[src/rtl/pwd_pkg.sv]
package pwd_pkg;

    localparam int PLANES  = 4;
    localparam int PLANE_W = 8;
    localparam int ROT_W   = $clog2(PLANE_W);
    localparam int BUS_W   = PLANES * PLANE_W;

    typedef logic [PLANE_W-1:0] pbyte_t;

    typedef enum logic [1:0] {
        WM_SHIFT   = 2'd0,
        WM_COPY    = 2'd1,
        WM_COLOR   = 2'd2,
        WM_PATTERN = 2'd3
    } wmode_e;

    typedef enum logic [1:0] {
        LF_PASS = 2'd0,
        LF_AND  = 2'd1,
        LF_OR   = 2'd2,
        LF_XOR  = 2'd3
    } lfn_e;

    typedef struct packed {
        wmode_e mode;
        lfn_e   fn;
        pbyte_t mask;
    } wcfg_t;

    typedef struct packed {
        logic   sr_bit;
        logic   en_bit;
        logic   cpu_bit;
        pbyte_t latch;
    } lane_in_t;

    function automatic pbyte_t rot_right(input pbyte_t d, input logic [ROT_W-1:0] n);
        logic [2*PLANE_W-1:0] t;
        t = {d, d} >> n;
        return t[PLANE_W-1:0];
    endfunction

    function automatic pbyte_t fill(input logic b);
        return {PLANE_W{b}};
    endfunction

    function automatic pbyte_t logic_op(input lfn_e f, input pbyte_t a, input pbyte_t l);
        pbyte_t r;
        case (f)
            LF_AND:  r = a & l;
            LF_OR:   r = a | l;
            LF_XOR:  r = a ^ l;
            default: r = a;
        endcase
        return r;
    endfunction

    function automatic pbyte_t merge(input pbyte_t sel, input pbyte_t a, input pbyte_t b);
        return (a & sel) | (b & ~sel);
    endfunction

endpackage

[src/rtl/pwd_latch_bank.sv]
module pwd_latch_bank
    import pwd_pkg::*;
(
    input  logic             clk,
    input  logic             rst,
    input  logic             load,
    input  logic [BUS_W-1:0] din,
    output logic [BUS_W-1:0] q
);

    for (genvar p = 0; p < PLANES; p++) begin : g_lat
        pbyte_t r;
        always_ff @(posedge clk) begin
            if (rst)
                r <= '0;
            else if (load)
                r <= din[p*PLANE_W +: PLANE_W];
        end
        assign q[p*PLANE_W +: PLANE_W] = r;
    end

endmodule

[src/rtl/pwd_rotator.sv]
module pwd_rotator
    import pwd_pkg::*;
(
    input  pbyte_t           din,
    input  logic [ROT_W-1:0] amount,
    output pbyte_t           dout
);

    always_comb dout = rot_right(din, amount);

endmodule

[src/rtl/pwd_lane.sv]
module pwd_lane
    import pwd_pkg::*;
(
    input  wcfg_t    cfg,
    input  pbyte_t   rot_data,
    input  lane_in_t lin,
    output pbyte_t   dout
);

    pbyte_t src;
    pbyte_t alu;
    pbyte_t pat_sel;

    always_comb begin
        src     = rot_data;
        alu     = '0;
        pat_sel = rot_data & cfg.mask;
        dout    = lin.latch;
        case (cfg.mode)
            WM_SHIFT: begin
                src  = lin.en_bit ? fill(lin.sr_bit) : rot_data;
                alu  = logic_op(cfg.fn, src, lin.latch);
                dout = merge(cfg.mask, alu, lin.latch);
            end
            WM_COPY: begin
                dout = lin.latch;
            end
            WM_COLOR: begin
                src  = fill(lin.cpu_bit);
                alu  = logic_op(cfg.fn, src, lin.latch);
                dout = merge(cfg.mask, alu, lin.latch);
            end
            WM_PATTERN: begin
                dout = merge(pat_sel, fill(lin.sr_bit), lin.latch);
            end
            default: dout = lin.latch;
        endcase
    end

endmodule

[src/rtl/planar_write_path.sv]
module planar_write_path
    import pwd_pkg::*;
(
    input  logic                      clk,
    input  logic                      rst,
    input  logic                      rd_strobe,
    input  logic [PLANES*PLANE_W-1:0] rd_planes,
    input  logic [PLANE_W-1:0]        wr_data,
    input  logic [1:0]                wr_mode,
    input  logic [PLANES-1:0]         sr_value,
    input  logic [PLANES-1:0]         sr_enable,
    input  logic [ROT_W-1:0]          rot_count,
    input  logic [1:0]                logic_fn,
    input  logic [PLANE_W-1:0]        bit_mask,
    input  logic [PLANES-1:0]         map_mask,
    input  logic                      wr_req,
    output logic [PLANES*PLANE_W-1:0] plane_data,
    output logic [PLANES-1:0]         plane_we
);

    logic [BUS_W-1:0] latch_q;
    pbyte_t           rot_data;
    wcfg_t            cfg;

    pwd_latch_bank u_latch (
        .clk  (clk),
        .rst  (rst),
        .load (rd_strobe),
        .din  (rd_planes),
        .q    (latch_q)
    );

    pwd_rotator u_rot (
        .din    (wr_data),
        .amount (rot_count),
        .dout   (rot_data)
    );

    always_comb begin
        cfg.mode = wmode_e'(wr_mode);
        cfg.fn   = lfn_e'(logic_fn);
        cfg.mask = bit_mask;
    end

    for (genvar p = 0; p < PLANES; p++) begin : g_lane
        lane_in_t lin;
        pbyte_t   lout;
        always_comb begin
            lin.sr_bit  = sr_value[p];
            lin.en_bit  = sr_enable[p];
            lin.cpu_bit = wr_data[p];
            lin.latch   = latch_q[p*PLANE_W +: PLANE_W];
        end
        pwd_lane u_lane (
            .cfg      (cfg),
            .rot_data (rot_data),
            .lin      (lin),
            .dout     (lout)
        );
        assign plane_data[p*PLANE_W +: PLANE_W] = lout;
    end

    always_comb plane_we = wr_req ? map_mask : '0;

endmodule

[config.mk]
export PLATFORM = sky130hd
export DESIGN_NAME = planar_write_path
export DESIGN_NICKNAME = d
export VERILOG_FILES = /design/src/rtl/pwd_pkg.sv /design/src/rtl/pwd_latch_bank.sv /design/src/rtl/pwd_rotator.sv /design/src/rtl/pwd_lane.sv /design/src/rtl/planar_write_path.sv
export SDC_FILE = /design/constraint.sdc
export NUM_CORES = 1
export LEC_CHECK = 0
export BUFFER_PORTS_ARGS = -buffer_cell sky130_fd_sc_hd__buf_4
export CELL_PAD_IN_SITES_DETAIL_PLACEMENT = 1
export CELL_PAD_IN_SITES_GLOBAL_PLACEMENT = 1
export CORE_MARGIN = 2
export CORE_UTILIZATION = 43
export DETAILED_ROUTE_END_ITERATION = 16
export GPL_TIMING_DRIVEN = 0
export HOLD_SLACK_MARGIN = 0.1
export PLACE_DENSITY_LB_ADDON = 0.08
export SYNTH_ARGS = -nofsm -noshare
export SYNTH_HDL_FRONTEND = slang
export SYNTH_SLANG_ARGS = --single-unit
[constraint.sdc]
create_clock -name clk -period 3.4 [get_ports clk]
set_input_delay 0.51 -clock clk [delete_from_list [all_inputs] [get_ports clk]]
set_output_delay 0.51 -clock clk [all_outputs]
set_load 0.02 [all_outputs]
### Yosys cells after proc, flatten, opt, wreduce, memory -nomap -nowiden

Index checks and enable logic that the tools add are counted.

* register bits after elaboration: 32
* input bits: 71
* output and inout port bits: 36

* equality and inequality tests: 6
* shift operators: 1
* multiplexer cells: 25
* bitwise logic cells: 59
* reduce and logical (&&, ||, !) cells: 1

Operator list (count)
* $and 8x8->8: 29
* $pmux 8 s3: 8
* $or 8x8->8: 20
* $pmux 8 s4: 4
* $mux 8: 12
* $xor 8x8->8: 8
* $not 8->8: 2
* $shr 16x3->8: 1
* $eq 2x2->1 const B: 4
* $eq 2x1->1 const B: 2
* $mux 4: 1
* $logic_not 2->1: 1

### Longest topological paths before layout

* word-level depth: 8
* depth in mapped cells: 10
* mapped depth without buffers: 9

### Hierarchy

From an unflattened synthesis, not the netlist that was laid out.

* cell total of the unflattened synthesis: 919
* area, all modules: 7508.5 µm²

By module, submodules not included
* pwd_lane at g_lane[1].u_lane: instances 1, cells each 207, area an instance 1624.1 µm², seq. area each 0.0 µm²
* pwd_lane at g_lane[3].u_lane: instances 1, cells each 200, area an instance 1472.7 µm², seq. area each 0.0 µm²
* pwd_lane at g_lane[0].u_lane: instances 1, cells each 200, area an instance 1461.4 µm², seq. area each 0.0 µm²
* pwd_lane at g_lane[2].u_lane: instances 1, cells each 186, area an instance 1435.1 µm², seq. area each 0.0 µm²
* pwd_latch_bank: instances 1, cells each 103, area an instance 1163.6 µm², seq. area each 640.6 µm²
* pwd_rotator: instances 1, cells each 19, area an instance 326.6 µm², seq. area each 0.0 µm²
* planar_write_path: instances 1, cells each 4, area an instance 25.0 µm², seq. area each 0.0 µm²

### Worst setup path before layout

OpenSTA, ideal clock, no wires.

* path kind: input -> output
* start point: input rot_count[2]
* end point: output plane_data[11]
* data arrival time: 2.774 ns
* slack: 0.116 ns
* stages: 9
* cells stage by stage: buf_2 -> mux4_2 -> mux2_2 -> o21ai_0 -> ha_1 -> mux2i_1 -> a21oi_1 -> a31oi_1 -> a211oi_1

* longest elaborated chain between the ends: 8
* elaborated cells on any way between the ends: 15

Ends and longest elaborated chain
* from (decl): line planar_write_path.sv:12 `input logic [ROT_W-1:0] rot_count,`
* $shr 16x3->8 *: line pwd_pkg.sv:39 `t = {d, d} >> n;`
* $mux 8: line pwd_lane.sv:21 `src = lin.en_bit ? fill(lin.sr_bit) : rot_data;`
* $xor 8x8->8 (tied with other cells): line pwd_pkg.sv:52 `LF_XOR: r = a ^ l;`
* $pmux 8 s3: line pwd_pkg.sv:49 `case (f)`
* $mux 8: line pwd_lane.sv:19 `case (cfg.mode)`
* $and 8x8->8: line pwd_pkg.sv:59 `return (a & sel) | (b & ~sel);`
* $or 8x8->8: line pwd_pkg.sv:59
* $pmux 8 s4 *: line pwd_lane.sv:19
* to (decl): line planar_write_path.sv:17 `output logic [PLANES*PLANE_W-1:0] plane_data,`

Mark *: on every way between the ends. The rest lies on a longest branch, timed or not. The select of a mux whose other input is x is not followed.

### Worst setup path in the final report

* start point: input rot_count[1]
* end point: output plane_data[8]

The elaborated chain is that of the path after synthesis.

==> results.sh <==
export IMPL_nNetsFinal=1184
export IMPL_die_area_um2=15690
export IMPL_cts_tree="yes"
export IMPL_grt_pass1_vias=7709
export IMPL_setup_viol=8
export IMPL_dpl_cell_count=1140
export IMPL_status="finished, violations left"
export IMPL_peakVddDrop_mv=0.1867
export IMPL_grt_antenna_before_repair=1
export IMPL_cts_path_max_buffers=2
export IMPL_areaGrowthSynthToFinish_pct=26.19
export IMPL_critPathCaptureType="output port"
export IMPL_place_area_um2=7302
export IMPL_dpl_hpwl_um=22670
export IMPL_fmax_mhz=287.2
export IMPL_die_h_um=125.2
export IMPL_io_pins=107
export IMPL_yosys_top_cells_area="ha_1 25%, dfxtp_1 10%, o21ai_0 6.7%"
export IMPL_clk_pin_slew_ns=0.06
export IMPL_core_um2=14420
export IMPL_drive_gt1_frac=0.2262
export IMPL_min_period_over_period=1.024
export IMPL_ys_warn_count=0
export IMPL_cts_buffers=5
export IMPL_overflow=0
export IMPL_ys_seq_area_frac=0.1013
export IMPL_globalplace_congestion=1.054
export IMPL_h_tree_depth=2
export IMPL_tightestPinTransition_ns=1.355
export IMPL_cp_slowest_stage_delay_ns=0.53
export IMPL_diodes=0
export IMPL_synth_avg_cell_area_um2=7.384
export IMPL_drt_met1_wl_um=12410
export IMPL_cp_data_arrival_time_ns=2.97
export IMPL_firstDrtPassIters=6
export IMPL_cts_root_buf="clkbuf_16"
export IMPL_violations="negative setup slack"
export IMPL_cp_common_cell="buf_4"
export IMPL_ys_flop_type="dfxtp_1"
export IMPL_cp_required_ns=2.89
export IMPL_fin_cells=1170
export IMPL_min_from="rst"
export IMPL_initial_core_util=0.4382
export IMPL_setup_ws_ns=-0.08168
export IMPL_totalWireLength_um=32240
export IMPL_skew_ns=0
export IMPL_ant_nets=0
export IMPL_cts_sinks=32
export IMPL_critical_path_startpoint="rot_count[1]"
export IMPL_hold_violations=0
export IMPL_nFillCells=1823
export IMPL_r2r_slack_ns=2.61
export IMPL_grt_pass1_wl_um=46010
export IMPL_routedWlPerCell_um=27.55
export IMPL_holdWs_ns=0.4060
export IMPL_yosysTopAreaCell="ha_1"
export IMPL_cp_start_kind="input port"
export IMPL_route_met3_wl_um=3392
export IMPL_stdcell_area_um2=7976
export IMPL_worst_path_max_delay_cell="mux4_2"
export IMPL_gr_usage_all_layers=0.3891
export IMPL_ys_ff_latch=32
export IMPL_wl_met2_um=14240
export IMPL_crit_chain="buf_12 > mux4_2 > buf_4 > buf_4 > mux2i_2 > o21ai_1 > o221a_2 > buf_4"
export IMPL_netlist_area_um2=6321
export IMPL_clk_latency_ns=0.30
export IMPL_drt_iter0_markers=813
export IMPL_fin_crit_ns=3.482
export IMPL_largest_register_ffs=32
export IMPL_synth_top_area_share=0.2534
export IMPL_syn_nets=1055
export IMPL_rows=44
export IMPL_highest_layer="met4"
export IMPL_synth_edf_count=0
export IMPL_crit_type="input port to output port"
export IMPL_synthDistinctLibCells=39
export IMPL_drc=0
export IMPL_timing_rr_start="u_latch.g_lat[3].r[6]"
export IMPL_ys_async_sr_fraction=0
export IMPL_final_max_slew_violation_count=0
export IMPL_cp_max_fo=8
export IMPL_relSlewSlack=0.08965
export IMPL_reg_top3="u_latch.g_lat.r: 32 flops"
export IMPL_regMostFlops="u_latch.g_lat.r"
export IMPL_avgViaCountPerCell=6.524
export IMPL_grt_max_degree=17
export IMPL_drv_cap=0
export IMPL_vias=7633
export IMPL_power_mw=2.294
export IMPL_leakagePower_nw=3.672
export IMPL_numPortBuffers=100
export IMPL_p_per_area_nw_per_um2=287.5
export IMPL_syn_inst=856
export IMPL_die_w_um=125.2
export IMPL_hold_path_class="input port to flop"
export IMPL_rsz0062_at_grt="true"
[synth_stat cells, types with 2 or more instances]
library cell / number
a21oi_1: 60
o2111ai_1: 8
o211ai_1: 36
inv_1: 79
and2_1: 9
a31oi_1: 13
a311oi_1: 2
a311o_1: 10
dfxtp_1: 32
mux2i_1: 40
ha_1: 128
and2_4: 2
a211oi_1: 10
buf_1: 8
o21ai_0: 84
o221a_2: 21
mux2_2: 7
nor3_1: 10
mux2i_2: 4
nand2b_1: 15
buf_2: 11
nand2_1: 108
o21ai_1: 6
nand3_1: 4
and3_1: 8
mux4_2: 10
nor2b_1: 30
nor2_1: 60
clkbuf_1: 31
[cells in the final DEF, fill, tap and decap left out, drive strengths merged, types with 30 or more instances in the layout]
cell / count
ha: 128
a21oi: 60
nand2: 108
buf: 143
nor2: 60
o21ai: 90
o211ai: 36
dfxtp: 32
clkbuf: 38
inv: 79
mux2i: 45
nor2b: 30
[critical path, delay by kind of cell]
family / cells / cell delay [ns]
muxes: 2 / 1.05
AOI/OAI and AO/OA: 2 / 0.85
buffers and inverters: 4 / 0.55
[layout make-up]
type	instances	area [um^2]	area share
repair buffers	123	1006	0.1261
flip-flops and latches	32	640.6	0.08031
multi-input cells	693	5378	0.6742
clock inverters	1	30.03	0.003765
plain buffers	51	242.7	0.03043
inverters	79	296.5	0.03718
clock buffers	7	152.6	0.01914
well taps	184	230.2	0.02886
[timing repair]
| item | CTS | global route |
|---|---|---|
| resized for setup | 50 | 62 |
| hold buffers | 0 | 0 |
| pin swaps | 2 | 23 |
| setup buffers | 9 | 14 |
| gates cloned | 0 | 0 |
| setup endpoints to repair | 31 | 30 |
[report_power, final]
group	total (mW)	internal [mW]	switching [mW]
combinational	1.27	0.499	0.768
sequential	0.436	0.398	0.0384
clock	0.591	0.387	0.204
total	2.29	1.28	1.01
[path summary, 6_finish.rpt]
path | end | depth (start not counted)
max | plane_data[8] | 8
min | u_latch.g_lat[2].r[2] | 2
max reg2reg | u_latch.g_lat[3].r[6] | 2
min reg2reg | u_latch.g_lat[2].r[5] | 2
[layer usage]
layer	up-vias	global-route usage
met5	-	0
met4	0	0.2641
met3	142	0.07189
met2	530	0.6036
met1	3665	0.4908
li1	3296	-
[stage by stage]
stage	TNS, ns	utilization	setup slack [ns]
2_1_floorplan	0	-	0.1156
3_3_place_gp	-1.679	0.5062	-0.1637
3_5_place_dp	-3.977	0.5062	-0.3000
4_1_cts	-0.007069	0.5304	-0.005880
5_1_grt	-0.4074	0.5530	-0.08775
6_report	-0.3055	0.5530	-0.08168
[cell families (layout without fill, tap and decap cells)]
family | count (synthesis) | count (layout) | synth area share
and+or+nand+nor | 247 | 247 | 0.1764
adders and majority gates | 128 | 128 | 0.2534
buffers and inverters | 131 | 261 | 0.08135
muxes | 63 | 63 | 0.1261
AOI/OAI and AO/OA | 255 | 255 | 0.2615
DFF | 32 | 32 | 0.1013
No activity file was read; power rests on OpenSTA's default activity.
